--- config.mk ---
export PLATFORM = sky130hd
export DESIGN_NAME = pipe3_core
export DESIGN_NICKNAME = d
export VERILOG_FILES = /design/src/rtl/pipe3_pkg.sv /design/src/rtl/pipe3_regfile.sv /design/src/rtl/pipe3_dmem.sv /design/src/rtl/pipe3_bypass.sv /design/src/rtl/pipe3_core.sv
export SDC_FILE = /design/constraint.sdc
export NUM_CORES = 1
export LEC_CHECK = 0
export BUFFER_PORTS_ARGS = -buffer_cell sky130_fd_sc_hd__buf_4
export CAP_MARGIN = 0
export CORE_MARGIN = 2
export CORE_UTILIZATION = 40
export CTS_CLUSTER_SIZE = 25
export DETAILED_ROUTE_END_ITERATION = 6
export PLACE_DENSITY = 0.68
export SYNTH_ARGS = -nofsm -noshare
export SYNTH_HDL_FRONTEND = slang
export SYNTH_SLANG_ARGS = --single-unit
--- constraint.sdc ---
create_clock -name clk -period 7.1 [get_ports clk]
set_input_delay 1.42 -clock clk [delete_from_list [all_inputs] [get_ports clk]]
set_output_delay 1.42 -clock clk [all_outputs]
set_load 0.01 [all_outputs]
--- src/rtl/pipe3_pkg.sv ---
package pipe3_pkg;

  localparam int INSTR_W = 16;
  localparam int OPC_W   = 4;
  localparam int REG_W   = 3;
  localparam int IMM_W   = 3;

  typedef enum logic [OPC_W-1:0] {
    OP_NOP   = 4'd0,
    OP_ADD   = 4'd1,
    OP_SUB   = 4'd2,
    OP_INC   = 4'd3,
    OP_LOAD  = 4'd4,
    OP_STORE = 4'd5
  } op_e;

  typedef struct packed {
    logic [OPC_W-1:0] op;
    logic [REG_W-1:0] rd;
    logic [REG_W-1:0] rs1;
    logic [REG_W-1:0] rs2;
    logic [IMM_W-1:0] imm;
  } instr_t;

  // Unknown opcodes collapse to a no-op
  function automatic op_e decode_op(logic [OPC_W-1:0] raw);
    case (raw)
      4'd1:    return OP_ADD;
      4'd2:    return OP_SUB;
      4'd3:    return OP_INC;
      4'd4:    return OP_LOAD;
      4'd5:    return OP_STORE;
      default: return OP_NOP;
    endcase
  endfunction

  function automatic logic uses_src1(op_e op);
    return (op != OP_NOP);
  endfunction

  function automatic logic uses_src2(op_e op);
    return (op == OP_ADD) || (op == OP_SUB) || (op == OP_STORE);
  endfunction

  function automatic logic writes_reg(op_e op);
    return (op == OP_ADD) || (op == OP_SUB) || (op == OP_INC) || (op == OP_LOAD);
  endfunction

  // Result available at the E-stage buffer (bypassable)
  function automatic logic result_in_buffer(op_e op);
    return (op == OP_ADD) || (op == OP_SUB) || (op == OP_INC);
  endfunction

endpackage

--- src/rtl/pipe3_regfile.sv ---
module pipe3_regfile #(
  parameter int XLEN = 16,
  parameter int NREG = 8,
  localparam int RW = $clog2(NREG)
) (
  input  logic                 clk,
  input  logic                 rst_n,
  input  logic                 we,
  input  logic [RW-1:0]        waddr,
  input  logic [XLEN-1:0]      wdata,
  input  logic [RW-1:0]        raddr1,
  input  logic [RW-1:0]        raddr2,
  output logic [XLEN-1:0]      rdata1,
  output logic [XLEN-1:0]      rdata2,
  output logic [NREG*XLEN-1:0] flat_o
);

  logic [XLEN-1:0] regs [NREG];

  always_ff @(posedge clk) begin
    if (!rst_n) begin
      for (int i = 0; i < NREG; i++) regs[i] <= '0;
    end else if (we) begin
      regs[waddr] <= wdata;
    end
  end

  assign rdata1 = regs[raddr1];
  assign rdata2 = regs[raddr2];

  for (genvar g = 0; g < NREG; g++) begin : g_flat
    assign flat_o[g*XLEN +: XLEN] = regs[g];
  end

endmodule

--- src/rtl/pipe3_dmem.sv ---
module pipe3_dmem #(
  parameter int XLEN  = 16,
  parameter int DEPTH = 16,
  localparam int AW = $clog2(DEPTH)
) (
  input  logic            clk,
  input  logic            rst_n,
  input  logic            we,
  input  logic [AW-1:0]   addr,
  input  logic [XLEN-1:0] wdata,
  output logic [XLEN-1:0] rdata
);

  logic [XLEN-1:0] words [DEPTH];

  always_ff @(posedge clk) begin
    if (!rst_n) begin
      for (int i = 0; i < DEPTH; i++) words[i] <= '0;
    end else if (we) begin
      words[addr] <= wdata;
    end
  end

  assign rdata = words[addr];

endmodule

--- src/rtl/pipe3_bypass.sv ---
module pipe3_bypass
  import pipe3_pkg::*;
#(
  parameter int XLEN = 16,
  parameter int RW   = 3
) (
  input  op_e             a_op,
  input  logic [RW-1:0]   a_rs1,
  input  logic [RW-1:0]   a_rs2,
  input  logic [XLEN-1:0] rf_d1,
  input  logic [XLEN-1:0] rf_d2,
  input  op_e             e_op,
  input  logic [RW-1:0]   e_rd,
  input  logic [XLEN-1:0] e_val,
  output logic [XLEN-1:0] opnd1,
  output logic [XLEN-1:0] opnd2,
  output logic            fwd1,
  output logic            fwd2,
  output logic            load_use
);

  localparam int NSRC = 2;

  logic [RW-1:0]   src  [NSRC];
  logic            need [NSRC];
  logic [XLEN-1:0] rfd  [NSRC];
  logic [XLEN-1:0] sel  [NSRC];
  logic            byp  [NSRC];
  logic            dep  [NSRC];

  assign src[0]  = a_rs1;
  assign src[1]  = a_rs2;
  assign need[0] = uses_src1(a_op);
  assign need[1] = uses_src2(a_op);
  assign rfd[0]  = rf_d1;
  assign rfd[1]  = rf_d2;

  for (genvar g = 0; g < NSRC; g++) begin : g_src
    assign dep[g] = need[g] && (src[g] == e_rd);
    assign byp[g] = dep[g] && result_in_buffer(e_op);
    assign sel[g] = byp[g] ? e_val : rfd[g];
  end

  assign opnd1    = sel[0];
  assign opnd2    = sel[1];
  assign fwd1     = byp[0];
  assign fwd2     = byp[1];
  assign load_use = (e_op == OP_LOAD) && (dep[0] || dep[1]);

endmodule

--- src/rtl/pipe3_core.sv ---
module pipe3_core
  import pipe3_pkg::*;
#(
  parameter int XLEN      = 16,
  parameter int NREG      = 8,
  parameter int MEM_DEPTH = 16,
  localparam int RW = $clog2(NREG),
  localparam int AW = $clog2(MEM_DEPTH)
) (
  input  logic                 clk,
  input  logic                 rst_n,
  input  logic [INSTR_W-1:0]   instr_i,
  output logic                 instr_ready_o,
  output logic                 stall_o,
  output logic [NREG*XLEN-1:0] rf_flat_o
);

  // A-stage compute: ALU result or effective address
  function automatic logic [XLEN-1:0] a_compute(op_e op, logic [XLEN-1:0] x,
                                                logic [XLEN-1:0] y, logic [IMM_W-1:0] imm);
    case (op)
      OP_ADD:            return x + y;
      OP_SUB:            return x - y;
      OP_INC:            return x + XLEN'(1);
      OP_LOAD, OP_STORE: return x + XLEN'(imm);
      default:           return '0;
    endcase
  endfunction

  // I stage register (instruction held for A)
  instr_t          a_q;
  op_e             a_op;
  logic            stall;

  // E stage result buffer
  op_e             e_op;
  logic [RW-1:0]   e_rd;
  logic [XLEN-1:0] e_val;
  logic [XLEN-1:0] e_sdata;

  logic [XLEN-1:0] rf_d1, rf_d2, opnd1, opnd2, mem_rd, wb_data;
  logic            fwd1, fwd2, rf_we, mem_we;

  assign a_op = decode_op(a_q.op);

  always_ff @(posedge clk) begin
    if (!rst_n) begin
      a_q <= '0;
    end else if (!stall) begin
      a_q <= instr_t'(instr_i);
    end
  end

  pipe3_regfile #(.XLEN(XLEN), .NREG(NREG)) u_rf (
    .clk    (clk),
    .rst_n  (rst_n),
    .we     (rf_we),
    .waddr  (e_rd),
    .wdata  (wb_data),
    .raddr1 (a_q.rs1),
    .raddr2 (a_q.rs2),
    .rdata1 (rf_d1),
    .rdata2 (rf_d2),
    .flat_o (rf_flat_o)
  );

  pipe3_bypass #(.XLEN(XLEN), .RW(RW)) u_byp (
    .a_op     (a_op),
    .a_rs1    (a_q.rs1),
    .a_rs2    (a_q.rs2),
    .rf_d1    (rf_d1),
    .rf_d2    (rf_d2),
    .e_op     (e_op),
    .e_rd     (e_rd),
    .e_val    (e_val),
    .opnd1    (opnd1),
    .opnd2    (opnd2),
    .fwd1     (fwd1),
    .fwd2     (fwd2),
    .load_use (stall)
  );

  always_ff @(posedge clk) begin
    if (!rst_n) begin
      e_op    <= OP_NOP;
      e_rd    <= '0;
      e_val   <= '0;
      e_sdata <= '0;
    end else if (stall) begin
      e_op    <= OP_NOP;
    end else begin
      e_op    <= a_op;
      e_rd    <= a_q.rd;
      e_val   <= a_compute(a_op, opnd1, opnd2, a_q.imm);
      e_sdata <= opnd2;
    end
  end

  assign mem_we  = (e_op == OP_STORE);
  assign rf_we   = writes_reg(e_op);
  assign wb_data = (e_op == OP_LOAD) ? mem_rd : e_val;

  pipe3_dmem #(.XLEN(XLEN), .DEPTH(MEM_DEPTH)) u_mem (
    .clk   (clk),
    .rst_n (rst_n),
    .we    (mem_we),
    .addr  (e_val[AW-1:0]),
    .wdata (e_sdata),
    .rdata (mem_rd)
  );

  assign instr_ready_o = !stall;
  assign stall_o       = stall;

endmodule

-- Word level (Yosys, flattened, before mapping)
Memory sizes are Yosys's and may differ from the RTL's. A register that Yosys moved wholly into a read port is not among the register bits.
Index checks and enable logic that the tools add are counted.
- memories kept: 2
- input bits: 18
- memory bits (writable): 384
- register bits: 55
- output and inout port bits: 130
- logic and storage cells: 74
- reduce and logical (&&, ||, !) cells: 17
- bitwise gates (word level): 1
- $add $sub $neg: 4
- muxes and demuxes: 24
- equality and inequality tests: 17
- memory list (name ; depth ; width ; read ports ; clocked after Yosys merged registers in ; wr ports ; line ; text):
    u_mem.words ; 16 ; 16 ; 1 ; 1 ; 16 ; pipe3_dmem.sv:14 ; logic [XLEN-1:0] words [DEPTH];
    u_rf.regs ; 8 ; 16 ; 10 ; 2 ; 8 ; pipe3_regfile.sv:18 ; logic [XLEN-1:0] regs [NREG];
- operator list (operator ; count):
    16-bit 2-to-1 mux ; 5
    16-bit one-hot mux with 4 select lines ; 1
    16-bit OR reduction ; 2
    4-bit by 2-bit == test with 1-bit output (second input constant) ; 5
    4-bit by 3-bit == test with 1-bit output (second input constant) ; 5
    16-bit by 1-bit adder with 16-bit output (second input constant) ; 1
    16-bit adder ; 1
    16-bit by 3-bit adder with 16-bit output ; 1
    16-bit subtractor ; 1
    3-bit 2-to-1 mux ; 5
    3-bit one-hot mux with 5 select lines ; 1
    4-bit 2-to-1 mux ; 3
    1-bit 2-to-1 mux ; 9
    4-bit by 1-bit == test with 1-bit output (second input constant) ; 2
    3-bit == test ; 2
    1-bit logical OR ; 6
    1-bit logical AND ; 5
    4-bit nonzero test ; 1
    2-bit OR reduction ; 2
    3-bit by 1-bit == test with 1-bit output (second input constant) ; 1
    3-bit by 2-bit == test with 1-bit output (second input constant) ; 1
    3-bit == test (second input constant) ; 1
    1-bit logical NOT ; 1
    1-bit inverter ; 1

-- Longest topological paths before layout
- depth after elaboration: 12
- depth in mapped cells: 20
- mapped depth without buffers: 18

-- Hierarchy
Synthesis repeated with hierarchy kept, for this count alone.
- cells, all modules: 1581
- area total of the unflattened synthesis: 22472.8 µm²
- modules (own cells, without submodules) (module ; instances ; cells each ; seq. area each (µm²) ; area each (µm²)):
    pipe3_dmem ; 1 ; 724 ; 7687.4 ; 11697.5
    pipe3_regfile ; 1 ; 430 ; 3843.7 ; 6876.6
    pipe3_core ; 1 ; 371 ; 1081.0 ; 3318.2
    pipe3_bypass ; 1 ; 56 ; 0.0 ; 580.6

-- Worst setup path after synthesis
Ideal clock, no wire load.
- path kind: register -> register
- start point: reg (tool-made name)
- end point: reg e_val[12]
- buffers on the path: 3
- period minus slack after synthesis: 4546 ps
- library setup time: 118 ps
- slack: 2554 ps
- arrival: 4428 ps
- cell stages (with the launch flop): 19
- data required time: 6982 ps
- cell sequence: dfxtp_1 > clkbuf_1 > buf_1 > buf_1 > mux4_2 > mux2i_1 > o21ai_0 > ha_1 > inv_1 > fa_1 > nor2b_1 > o21ai_0 > a21oi_1 > o21ai_0 > a211oi_1 > nor3_1 > or4_1 > a32oi_1 > nor2b_1
- RTL lines (what ; line ; text):
    end signal, assigned ; pipe3_core.sv:94 ; e_val <= a_compute(a_op, opnd1, opnd2, a_q.imm);
    end, declared ; pipe3_core.sv:38 ; logic [XLEN-1:0] e_val;

==> run summary <==
The number of gates resized after CTS is 0. Summing every instance area after synthesis gives 0.0220 mm^2. After clock tree synthesis, the flow added hold-fix buffers numbering 0. The compound-gate portion of the synthesized area is 4.54%. The most used flip-flop cell after synthesis is sky130_fd_sc_hd__edfxtp_1. For this run, the total global-route usage over all layers was measured as 19.5%. The maximum number of pins on one net before global-route repair came out at 83. The total area inside the core boundary comes to 0.0541 mm^2. The worst slew margin relative to its limit came out at 22.4%.

In this run the mean area of a mapped cell was 13.7 um^2. The number of sinks on the clock net came out at 448. The maximum fanout encountered on the critical timing path came out at 19.

The number of maximum-capacitance violations came out at 0. Total power for the finished layout comes to 6.45 mW. Of the synthesized area, sequential elements account for 58.2%. The post-layout minimum cycle time is 5.25 ns. In the final layout, the share of cells above drive strength 1 is 24.0%. TritonCTS created 47 clock buffers. The run finished with clean final reports. The number of input and output port buffers inserted came out at 147. The global-route wire length before repair came out at 84.5 mm.

The count of fill cells added during filler insertion is 4644. The net count of the finished layout is 1757. For the worst setup path, the data required time is 7.56 ns. The post-synthesis xor/xnor area fraction came out at 0.995%. Counting flops with a built-in enable in the synthesized netlist gives 384. The final setup slack of the worst path is 1.85 ns. The number of distinct library cells after synthesis came out at 64. When the netlist entered floorplanning its net count stood at 1643.

Pin placement for this block handled 148 I/O pins. In this run the remaining antenna-violating nets after routing total 0. The final-report max-slew violation count is 0. The number of core rows came out at 85.

TritonCTS built the clock tree. The buffer and inverter count on the worst path is 0. Sorting the synthesized cells by area gives the leading types as sky130_fd_sc_hd__edfxtp_1, sky130_fd_sc_hd__mux4_2, sky130_fd_sc_hd__and2_1. The count of state elements after synthesis is 448. The signal arrival time at the worst endpoint came out at 5.71 ns. The post-DP HPWL came out at 38.9 mm.

The count of synthesis-stage warnings from yosys came out at 0. The routed layout has 13900 vias. The worst setup slack after placement came out at 1.92 ns. The number of search-and-repair iterations in the first detailed-routing pass is 5. The worst hold path belongs to the class reg2reg. The number of failing hold endpoints at the final stage came out at 0. The commonest cells after synthesis are sky130_fd_sc_hd__edfxtp_1, sky130_fd_sc_hd__and2_1, sky130_fd_sc_hd__nor2_1.

The adder-cell area share of the yosys netlist came out at 1.00%. The area added between synthesis and finish is 15.4%. The worst setup path is captured at a flip-flop. The congestion estimate from routability-driven global placement came to 0.926.

The final-layout setup total negative slack is 0 ns. sky130_fd_sc_hd__edfxtp_1 takes more of the synthesized area than any other cell. Summed over all cells, the static leakage comes to 9.15 nW. The leftover overflow at the end of global routing came out at 0.

The maximum level of the CTS H-tree is 2. Yosys instantiated no cell more often than sky130_fd_sc_hd__edfxtp_1. The final setup skew came out at 0.0196 ns. The via count of the first global-routing pass was 14000. Setup repair after global routing left no endpoint under its margin. By area, the combinational part of the netlist is dominated by multiplexers. The die covers 0.0569 mm^2. The area share of and/or/nand/nor cells after synthesis came out at 14.9%. The number of antenna diodes in the final layout is 0. Among all stages on the critical path, the largest delay is contributed by sky130_fd_sc_hd__dfxtp_1.

The starting density of the core came out at 40.6%. After detailed routing, the number of remaining DRC violations is 0. Using the TritonRoute via totals, the vias-per-cell ratio works out to 5.66. The type of the worst setup path is reg2reg. The maximum VDD drop came out at 0.152 mV. After detailed routing, the average wire length per cell comes to 22.6 um. The buffer depth of the longest clock path is 3. For this run, the slowest stage of the critical path takes 1.02 ns. Multiplexer cells account for 18.0% of the synthesized area. In the synthesized netlist, the number of instances is 1608. The top-area cell type share of the netlist area is 52.4%.

The kind of start point of the critical path is a flip-flop. For this run, asynchronously set or reset flops after synthesis account for 0%. The slew at the pin closest to its max-slew limit came out at 1.16 ns. The number of setup buffers added after CTS came out at 0. In this run the power density over the cells is 254 mW/mm^2. After clock tree synthesis, the clock-pin slew on the worst setup and hold paths is 0.06 ns. The post-route fraction of the period consumed by the critical path is 74.0%. The clock insertion delay at the later pin of the skew report is 0.59 ns.

The vertical extent of the die is 239 um. The root buffer cell is sky130_fd_sc_hd__clkbuf_16. The critical path goes through mux4_1, mux2_2, mux2i_1, ha_1, nor2_1, a221o_1, ha_1, nor2b_1, o21ai_0, a21oi_1, o21ai_0, a211oi_1, nor3_1, or4_1, a32oi_1, nor2b_1. In this run the horizontal extent of the chip is 239 um.

Based on the critical path, the design can be clocked at up to 0.190 GHz. The number of antenna violations at the first check in global routing is 0. The detailed-route wire length came out at 55.6 mm. The kind of cell adding the most delay to the critical path is compound AO/OA/AOI/OAI gates. In this run, the number of DRC markers left after iteration 0 of detailed routing was 1134. The total setup violations reported at the end of the flow came out at 0.
[metal layers]
| metal | vias to the layer above | global-route usage, % | wire (um) |
|---|---|---|---|
| met5 | - | 0 | 0 |
| met4 | 0 | 5.87 | 1370 |
| met3 | 103 | 4.04 | 4340 |
| met2 | 604 | 32.8 | 26900 |
| met1 | 6983 | 25.5 | 23000 |
| li1 | 6214 | - | - |
[kinds of logic after synthesis]
logic type / after synthesis
AND/OR/NAND/NOR: 634
flip-flops: 448
multiplexers: 209
XOR/XNOR: 25
adder cells (fa/ha/maj): 17
buffers and inverters: 125
AO/OA/AOI/OAI: 150
[worst register-to-register path, cell delays in order (launching register included)]
cell,delay (ns)
sky130_fd_sc_hd__dfxtp_1,1.02
sky130_fd_sc_hd__mux4_1,0.66
sky130_fd_sc_hd__mux2_2,0.32
sky130_fd_sc_hd__mux2i_1,0.27
sky130_fd_sc_hd__ha_1,0.27
sky130_fd_sc_hd__nor2_1,0.07
sky130_fd_sc_hd__a221o_1,0.31
sky130_fd_sc_hd__ha_1,0.32
sky130_fd_sc_hd__nor2b_1,0.13
sky130_fd_sc_hd__o21ai_0,0.10
sky130_fd_sc_hd__a21oi_1,0.21
sky130_fd_sc_hd__o21ai_0,0.17
sky130_fd_sc_hd__a211oi_1,0.36
sky130_fd_sc_hd__nor3_1,0.14
sky130_fd_sc_hd__or4_1,0.53
sky130_fd_sc_hd__a32oi_1,0.19
sky130_fd_sc_hd__nor2b_1,0.06
[area by class of cell]
cell class / count / area (um^2) / share of cell area, %
flip-flops and latches: 448 / 12800 / 50.5
multi-input cells: 1035 / 8700 / 34.2
clock buffers: 63 / 1370 / 5.41
repair buffers: 176 / 1320 / 5.20
well taps: 696 / 871 / 3.43
clock inverters: 25 / 259 / 1.02
inverters: 14 / 52.6 / 0.207
[path summary, 6_finish.rpt]
kind	start	endpoint	slack, ns	cells after the start
setup / recovery	flip-flop	e_val[12]	1.85	16
hold / removal	a_q[9]	e_rd[0]	0.46	2
setup reg to reg	flip-flop	e_val[12]	1.85	16
hold reg to reg	a_q[9]	e_rd[0]	0.46	2
[through the flow]
stage          std cells  instance area [um^2]  hold slack [ns]  util [%]
5_1_grt             2457                 25400            0.491      46.9
4_1_cts             2457                 25400            0.468      46.9
6_report            2457                 25400            0.464      46.9
3_3_place_gp        2369                 23800            0.460      43.9
3_5_place_dp        2369                 23800            0.458      43.9
2_1_floorplan       1608                 22000            0.441         -
[state kept, by name (all words and copies together), names as in the netlist, named ones only]
signal,flops
a_q,16
e_op,3
e_rd,3
e_sdata,16
e_val,16
u_mem.words,256
u_rf.regs,128
[report_power, final]
part	switching [mW]	leakage, nW	total, mW	internal [mW]
clock	1.03	0.790	2.58	1.54
sequential	0.128	4.49	3.09	2.96
combinational	0.436	3.87	0.787	0.351
total	1.60	9.15	6.45	4.85
[cell usage in the layout (no fill, tap or decap), drive strengths merged, types with 15 or more instances in the layout]
master / synthesis / final
a21boi: 27 / 27
and2: 267 / 267
buf: 25 / 176
clkbuf: 86 / 63
clkinv: 0 / 16
dfxtp: 64 / 64
edfxtp: 384 / 384
ha: 16 / 16
inv: 14 / 15
mux2: 21 / 21
mux2i: 44 / 44
mux4: 144 / 144
nand2: 108 / 108
nand3: 20 / 20
nor2: 170 / 170
nor2b: 17 / 17
nor3: 15 / 15
o21ai: 53 / 53
xnor2: 17 / 17
Power figures use the tool's default switching activity.
